<file path="src/rtl/lsi_pkg.sv">
package lsi_pkg;

  localparam int NCOND   = 3;
  localparam int IDX_LOS = 0;
  localparam int IDX_AIS = 1;
  localparam int IDX_NL  = 2;
  localparam int DW      = 8;

  // write-field bit positions
  localparam int B_RLOOP = 0;
  localparam int B_LLOOP = 1;
  localparam int B_ONES  = 2;
  localparam int B_MLOS  = 3;
  localparam int B_MNL   = 4;
  localparam int B_MAIS  = 5;

  typedef enum logic [2:0] {
    ST_IDLE    = 3'd0,
    ST_RLOOP   = 3'd1,
    ST_LLOOP   = 3'd2,
    ST_LOSCHG  = 3'd3,
    ST_ONES    = 3'd4,
    ST_NLCHG   = 3'd5,
    ST_ONES_LL = 3'd6,
    ST_BOTHCHG = 3'd7
  } stat_code_e;

  typedef struct packed {
    logic mask_ais;
    logic mask_nl;
    logic mask_los;
    logic ones;
    logic lloop;
    logic rloop;
  } ctl_t;

endpackage

</file>
<file path="src/rtl/lsi_chg_detect.sv">
module lsi_chg_detect #(
  parameter int N      = 3,
  parameter int STAGES = 2
) (
  input  logic         clk,
  input  logic         rst_n,
  input  logic [N-1:0] raw,
  output logic [N-1:0] chg
);

  localparam int LAST = STAGES - 1;

  genvar gi;
  generate
    for (gi = 0; gi < N; gi++) begin : g_ch
      logic [STAGES-1:0] sh_q;
      logic [STAGES-1:0] sh_d;
      logic              prev_q;

      always_comb begin
        sh_d = {sh_q[STAGES-2:0], raw[gi]};
      end

      always_ff @(posedge clk or negedge rst_n) begin
        if (!rst_n) begin
          sh_q   <= '0;
          prev_q <= 1'b0;
        end else begin
          sh_q   <= sh_d;
          prev_q <= sh_q[LAST];
        end
      end

      assign chg[gi] = sh_q[LAST] ^ prev_q;
    end
  endgenerate

endmodule

</file>
<file path="src/rtl/lsi_ctl_bank.sv">
module lsi_ctl_bank
  import lsi_pkg::*;
(
  input  logic          clk,
  input  logic          rst_n,
  input  logic          wr_en,
  input  logic [DW-1:0] wr_data,
  output ctl_t          ctl_q,
  output ctl_t          ctl_d,
  output logic          soft_rst,
  output logic          recal_q,
  output logic          nldrop_q
);

  logic load_en;

  always_comb begin
    soft_rst = wr_en & wr_data[B_RLOOP] & wr_data[B_LLOOP];
    load_en  = wr_en & ~soft_rst;
    ctl_d    = ctl_q;
    if (soft_rst) begin
      ctl_d = '0;
    end else if (load_en) begin
      ctl_d.rloop    = wr_data[B_RLOOP];
      ctl_d.lloop    = wr_data[B_LLOOP];
      ctl_d.ones     = wr_data[B_ONES];
      ctl_d.mask_los = wr_data[B_MLOS];
      ctl_d.mask_nl  = wr_data[B_MNL];
      ctl_d.mask_ais = wr_data[B_MAIS];
    end
  end

  always_ff @(posedge clk or negedge rst_n) begin
    if (!rst_n) begin
      ctl_q    <= '0;
      recal_q  <= 1'b0;
      nldrop_q <= 1'b0;
    end else begin
      ctl_q    <= ctl_d;
      recal_q  <= soft_rst;
      nldrop_q <= soft_rst;
    end
  end

endmodule

</file>
<file path="src/rtl/lsi_sticky.sv">
module lsi_sticky
  import lsi_pkg::*;
(
  input  logic             clk,
  input  logic             rst_n,
  input  logic [NCOND-1:0] chg,
  input  logic [NCOND-1:0] mask_nxt,
  input  logic             soft_rst,
  input  logic             short_haul,
  output logic [NCOND-1:0] flag_q
);

  logic [NCOND-1:0] flag_d;

  always_comb begin
    flag_d = flag_q;
    if (soft_rst) begin
      flag_d          = '0;
      flag_d[IDX_LOS] = short_haul;
    end else begin
      for (int i = 0; i < NCOND; i++) begin
        if (mask_nxt[i]) flag_d[i] = 1'b0;
        else if (chg[i]) flag_d[i] = 1'b1;
      end
    end
  end

  always_ff @(posedge clk or negedge rst_n) begin
    if (!rst_n) flag_q <= '0;
    else        flag_q <= flag_d;
  end

endmodule

</file>
<file path="src/rtl/lsi_code_enc.sv">
module lsi_code_enc
  import lsi_pkg::*;
(
  input  logic       los_f,
  input  logic       nl_f,
  input  logic       ones,
  input  logic       lloop,
  input  logic       rloop,
  output stat_code_e code
);

  always_comb begin
    if (los_f && nl_f)      code = ST_BOTHCHG;
    else if (nl_f)          code = ST_NLCHG;
    else if (los_f)         code = ST_LOSCHG;
    else if (ones && lloop) code = ST_ONES_LL;
    else if (ones)          code = ST_ONES;
    else if (lloop)         code = ST_LLOOP;
    else if (rloop)         code = ST_RLOOP;
    else                    code = ST_IDLE;
  end

endmodule

</file>
<file path="src/rtl/line_alarm_irq_reg.sv">
module line_alarm_irq_reg
  import lsi_pkg::*;
#(
  parameter int SYNC_STAGES = 2,
  parameter int RST_STAGES  = 2
) (
  input  logic       clk,
  input  logic       rst_n,
  input  logic       short_haul,
  input  logic       loss_in,
  input  logic       alarm_in,
  input  logic       netloop_in,
  input  logic       wr_en,
  input  logic [7:0] wr_data,
  input  logic       rd_en,
  output logic [7:0] rd_data,
  output logic       irq_n,
  output logic       rloop_on,
  output logic       lloop_on,
  output logic       ones_tx_on,
  output logic       netloop_drop,
  output logic       recal_req
);

  // reset: asserted asynchronously, released through a flop chain
  logic [RST_STAGES-1:0] rs_q;
  logic                  irst_n;

  always_ff @(posedge clk or negedge rst_n) begin
    if (!rst_n) rs_q <= '0;
    else        rs_q <= {rs_q[RST_STAGES-2:0], 1'b1};
  end
  assign irst_n = rs_q[RST_STAGES-1];

  logic [NCOND-1:0] raw, chg, flags, mask_nxt;
  ctl_t             ctl_q, ctl_d;
  logic             soft_rst;
  stat_code_e       code;
  logic [DW-1:0]    rd_q, rd_d;

  always_comb begin
    raw          = '0;
    raw[IDX_LOS] = loss_in;
    raw[IDX_AIS] = alarm_in;
    raw[IDX_NL]  = netloop_in;
    mask_nxt          = '0;
    mask_nxt[IDX_LOS] = ctl_d.mask_los;
    mask_nxt[IDX_AIS] = ctl_d.mask_ais;
    mask_nxt[IDX_NL]  = ctl_d.mask_nl;
  end

  lsi_chg_detect #(.N(NCOND), .STAGES(SYNC_STAGES)) u_det (
    .clk(clk), .rst_n(irst_n), .raw(raw), .chg(chg)
  );

  lsi_ctl_bank u_ctl (
    .clk(clk), .rst_n(irst_n), .wr_en(wr_en), .wr_data(wr_data),
    .ctl_q(ctl_q), .ctl_d(ctl_d), .soft_rst(soft_rst),
    .recal_q(recal_req), .nldrop_q(netloop_drop)
  );

  lsi_sticky u_stk (
    .clk(clk), .rst_n(irst_n), .chg(chg), .mask_nxt(mask_nxt),
    .soft_rst(soft_rst), .short_haul(short_haul), .flag_q(flags)
  );

  lsi_code_enc u_enc (
    .los_f(flags[IDX_LOS]), .nl_f(flags[IDX_NL]), .ones(ctl_q.ones),
    .lloop(ctl_q.lloop), .rloop(ctl_q.rloop), .code(code)
  );

  always_comb begin
    rd_d = rd_q;
    if (rd_en) begin
      rd_d = {code, ctl_q.mask_nl, ctl_q.mask_los, ctl_q.ones,
              ctl_q.lloop, ctl_q.rloop};
    end
  end

  always_ff @(posedge clk or negedge irst_n) begin
    if (!irst_n) rd_q <= '0;
    else         rd_q <= rd_d;
  end

  assign rd_data    = rd_q;
  assign irq_n      = ~|flags;
  assign rloop_on   = ctl_q.rloop;
  assign lloop_on   = ctl_q.lloop;
  assign ones_tx_on = ctl_q.ones;

endmodule

</file>
<file path="config.mk">
export PLATFORM = sky130hd
export DESIGN_NAME = line_alarm_irq_reg
export DESIGN_NICKNAME = d
export VERILOG_FILES = /design/src/rtl/lsi_pkg.sv /design/src/rtl/lsi_chg_detect.sv /design/src/rtl/lsi_ctl_bank.sv /design/src/rtl/lsi_sticky.sv /design/src/rtl/lsi_code_enc.sv /design/src/rtl/line_alarm_irq_reg.sv
export SDC_FILE = /design/constraint.sdc
export NUM_CORES = 1
export LEC_CHECK = 0
export ABC_AREA = 1
export BUFFER_PORTS_ARGS = -buffer_cell sky130_fd_sc_hd__clkbuf_2
export CORE_MARGIN = 4
export CORE_UTILIZATION = 25
export CTS_BUF_LIST = sky130_fd_sc_hd__clkbuf_8
export DETAILED_ROUTE_END_ITERATION = 6
export GPL_ROUTABILITY_DRIVEN = 0
export REMOVE_ABC_BUFFERS = 1
export SLEW_MARGIN = 20
export SYNTH_ARGS = -nofsm -noshare
export SYNTH_HDL_FRONTEND = slang
export SYNTH_SLANG_ARGS = --single-unit
</file>
<file path="constraint.sdc">
create_clock -name clk -period 2.7 [get_ports clk]
set_input_delay 0.27 -clock clk [delete_from_list [all_inputs] [get_ports clk]]
set_output_delay 0.27 -clock clk [all_outputs]
set_load 0.1 [all_outputs]
</file>
# Yosys cells after proc, flatten, opt, wreduce, memory -nomap -nowiden
# Index checks and enable logic that the tools add are counted.
word_totals:
  register_bits: 29
  inputBits: 16
  output_inout_bits: 14
op_classes:
  mux: 16
  bitwise: 7
  n_reduce_logical: 8
ops:
  columns: ["operator", "n"]
  rows:
  - ["2-to-1 mux 3 bit", 7]
  - ["2-to-1 mux 6 bit", 2]
  - ["nonzero test 3 bit", 3]
  - ["2-to-1 mux 1 bit", 7]
  - ["AND 1 bit", 3]
  - ["OR reduction 3 bit", 1]
  - ["XOR 1 bit", 3]
  - ["logical AND 1 bit", 2]
  - ["nonzero test 2 bit", 1]
  - ["zero test 1 bit", 1]
  - ["inverter 1 bit", 1]

# Logic depth before layout (Yosys ltp)
logic_depth:
  word_depth: 8
  depth_mapped: 6
  ltp_nobuf: 6

# Hierarchy
# From an unflattened synthesis, not the netlist that was laid out.
unflattened:
  hier_cells: 129
  area_unflattened_um2: 1122.3
modules_own_cells:
  columns: ["module", "n_inst", "cells_each", "area_each_um2", "seq_area_each_um2"]
  rows:
  - ["line_alarm_irq_reg", 1, 41, 374.1, 250.2]
  - ["lsi_ctl_bank", 1, 38, 300.3, 175.2]
  - ["lsi_chg_detect", 1, 24, 281.5, 225.2]
  - ["lsi_sticky", 1, 16, 128.9, 75.1]
  - ["lsi_code_enc", 1, 10, 37.5, 0.0]

# Worst setup path after synthesis
# Ideal clock, no wire load.
synth_timing:
  path_type: "flip-flop to output port"
  from: "reg u_stk.flag_q[0]"
  to: "out irq_n"
  arrival_time_ns: 2.466
  required_time_ns: 2.430
  path_slack_ns: -0.036
  path_stages_with_launch: 2
  n_path_buf: 0
  path_cell_list: "dfrtp_1 -> nor3_1"
synth_via:
  elab_chain_len: 2
synth_rtl:
  columns: ["item", "line_no", "text"]
  rows:
  - ["from (decl)", "lsi_sticky.sv:10", "output logic [NCOND-1:0] flag_q"]
  - ["from (signal assigned)", "lsi_sticky.sv:30", "else flag_q <= flag_d;"]
  - ["OR reduction 3 bit", "line_alarm_irq_reg.sv:86", "assign irq_n = ~|flags;"]
  - ["zero test 1 bit", "line_alarm_irq_reg.sv:86", null]
  - ["to (decl)", "line_alarm_irq_reg.sv:17", "output logic irq_n,"]
# No other way between the ends.

# Worst setup path after layout
# Ends and elaborated chain as after synthesis.

==> impl_metrics.tcl <==
set metrics [dict create \
    status "finished, final reports clean" \
    track_usage 0.0875 \
    whs_ns 0.105 \
    cts_hold_buf 1 \
    r2r-start "u_ctl.ctl_q[2]" \
    netlist_area_um2 1130 \
    root_buffer "clkbuf_8" \
    yosysWarnings 0 \
    initial_utilization 0.259 \
    yosys-top-cells-count "nand2_1, dfrtp_1, inv_1" \
    synth_top_family_by_area "simple AND/OR/NAND/NOR gates" \
    htreeDepth 2 \
    synth_xor_area_frac 0 \
    yosysSeqAreaShare 0.644 \
    row_count 24 \
    drtAntennaViolNets 0 \
    grt-ovfl-total 0 \
    hold_viol_final 0 \
    dp_hpwl_mm 1.62 \
    antenna_cells 0 \
    synth_adder_area_share 0 \
    final_max_slew_viol_count 0 \
    clk_pin_slew_ns 0.06 \
    power.leakage_nw 0.774 \
    synth-edff-count 0 \
    cp_max_fo 4 \
    clk_latency_ns 0.27 \
    critPathLaunchType "flip-flop" \
    ir_worst_vdd_uv 223 \
    path_class "reg -> out" \
    die_w_um 75.1 \
    fin_ws_ns 1.04 \
    fin_tns_setup_ns 0 \
    postSynthAreaPerCell_um2 9.54 \
    worst_pin_slew_ns 0.545 \
    synth_top_area_cell "dfrtp_1" \
    first_iter_violations 40 \
    fp.dieH_um 75.1 \
    cts_setup_buffers 0 \
    worst_clock_skew_ns 0.00344 \
    cts_buffers 5 \
    fp.dieArea_um2 5640 \
    antenna_found_initial 0 \
    synthCells 118 \
    grt_pass1_wl_mm 3.53 \
    ff2ff_path_depth 3 \
    viasPerCell 4.01 \
    cts_sinks 29 \
    fmax_mhz 602 \
    final_area_um2 1410 \
    critPathLaunch "u_stk.flag_q[0]" \
    ys_top_cells_by_area "dfrtp_1, nand2_1, inv_1" \
    hold_class "in -> reg" \
    area_growth_pct 24.9 \
    cp_data_arrival_time_ns 1.39 \
    core_area_um2 4350 \
    reg2reg_slack_ns 1.88 \
    ys_ff_latch 29 \
    portBuffers 27 \
    fin_crit_sh 0.615 \
    async_flop_share 1.00 \
    tritoncts "done" \
    max_cap_viol_count 0 \
    placed_cells 195 \
    final_cells 203 \
    cp-endpoint "irq_n" \
    routed_wl_mm 2.17 \
    clock_path_buffers 2 \
    yosysTopAreaCellShare 0.644 \
    place_ws_ns 1.34 \
    io_pins 30 \
    drive_gt1_frac 0.245 \
    p_per_area_nw_per_um2 811 \
    yosysUniqueCellTypes 16 \
    nNetsFinal 167 \
    synth_ff_type "dfrtp_1" \
    synth_compound_area_frac 0.0489 \
    cp.required_ns 2.43 \
    final.min_clock_period_ns 1.66 \
    synthMuxAreaShare 0 \
    grt_max_degree 28 \
    route.vias.total 815 \
    rsz0062_at_grt "no" \
    yosys.area_share.simple 0.221 \
    cts-resized-gates 0 \
    wire_per_inst_um 10.7 \
    drtPass1Iterations 4 \
    r2r_end "rd_data[5]" \
    place_area_um2 1310 \
    synth_most_common_cell "nand2_1" \
    grt_pass1_vias 779 \
    drc 0 \
    relSlewSlack 0.638 \
    cp-end-kind "output pin" \
    setup_viol 0 \
]
metal layers:
metal	track usage	share of wire
met1	0.0983	0.44
met2	0.133	0.45
met3	0.0454	0.087
met4	0.0494	0.020
met5	0	0
through the flow:
stage               power, W  utilization
global route         0.00120        0.323
floorplan           0.000744            -
finish               0.00114        0.323
detailed placement  0.000807        0.301
CTS                  0.00116        0.323
global placement    0.000803        0.301
layout by cell type (no fill, tap or decap):
| master | synthesis | routed |
|---|---|---|
| nand2_1 | 36 | 36 |
| dfrtp_1 | 29 | 29 |
| clkbuf_2 | 0 | 27 |
| inv_1 | 17 | 18 |
| nand3_1 | 9 | 9 |
| o21ai_0 | 8 | 8 |
| nor2_1 | 6 | 6 |
| clkbuf_8 | 0 | 6 |
| a21oi_1 | 3 | 3 |
| nor3_1 | 2 | 2 |
| nand3_4 | 1 | 1 |
| clkinv_2 | 1 | 1 |
| nand2_4 | 1 | 1 |
| nand3b_1 | 1 | 1 |
| dlygate4sd3_1 | 0 | 1 |
| buf_4 | 1 | 1 |
| conb_1 | 1 | 1 |
report_power, final:
group	internal, W	total [W]	switching (W)
registers	0.000476	0.000500	0.0000243
logic	0.0000499	0.000297	0.000247
clock network	0.000198	0.000343	0.000145
layout make-up:
type / count / area (um^2)
clock buffers: 6 / 82.6
clock inverters: 1 / 3.75
fillers: 441 / 2950
inverters: 18 / 68.8
multi-input cells: 68 / 308
flip-flops and latches: 29 / 726
well taps: 52 / 65.1
repair buffers: 29 / 153
kinds of logic (layout without fill, tap and decap cells):
kind of cell / Yosys count / in the layout
simple gates: 56 / 56
flops: 29 / 29
buf+inv: 21 / 54
compound gates: 11 / 11
other cells: 1 / 1
how the worst min path moves through the flow:
stage	startpoint	to	slack, ns	cells after the start
2_1_floorplan	rst_n	rs_q[0]	-0.03	0
3_5_place_dp	rst_n	rs_q[1]	0.06	1
4_1_cts	loss_in	u_det.g_ch[0].sh_q[0]	0.1	1
5_1_grt	netloop_in	u_det.g_ch[2].sh_q[0]	0.09	1
3_3_place_gp	rst_n	rs_q[0]	0.06	1
6_report	loss_in	u_det.g_ch[0].sh_q[0]	0.10	1
flip-flops by register name, summed over array words and instances (netlist names):
signal / cells
rd_data: 8
u_ctl.ctl_q: 6
u_det.g_ch.sh_q: 6
u_det.g_ch.prev_q: 3
u_stk.flag_q: 3
rs_q: 2
u_ctl.recal_q: 1
worst max-delay path, stage by stage, from the launching register on:
cell and delay, ns:
dfrtp_1 0.40, nor3_1 0.22, clkbuf_2 0.50
Note: power is estimated with default switching activity, not from simulation.
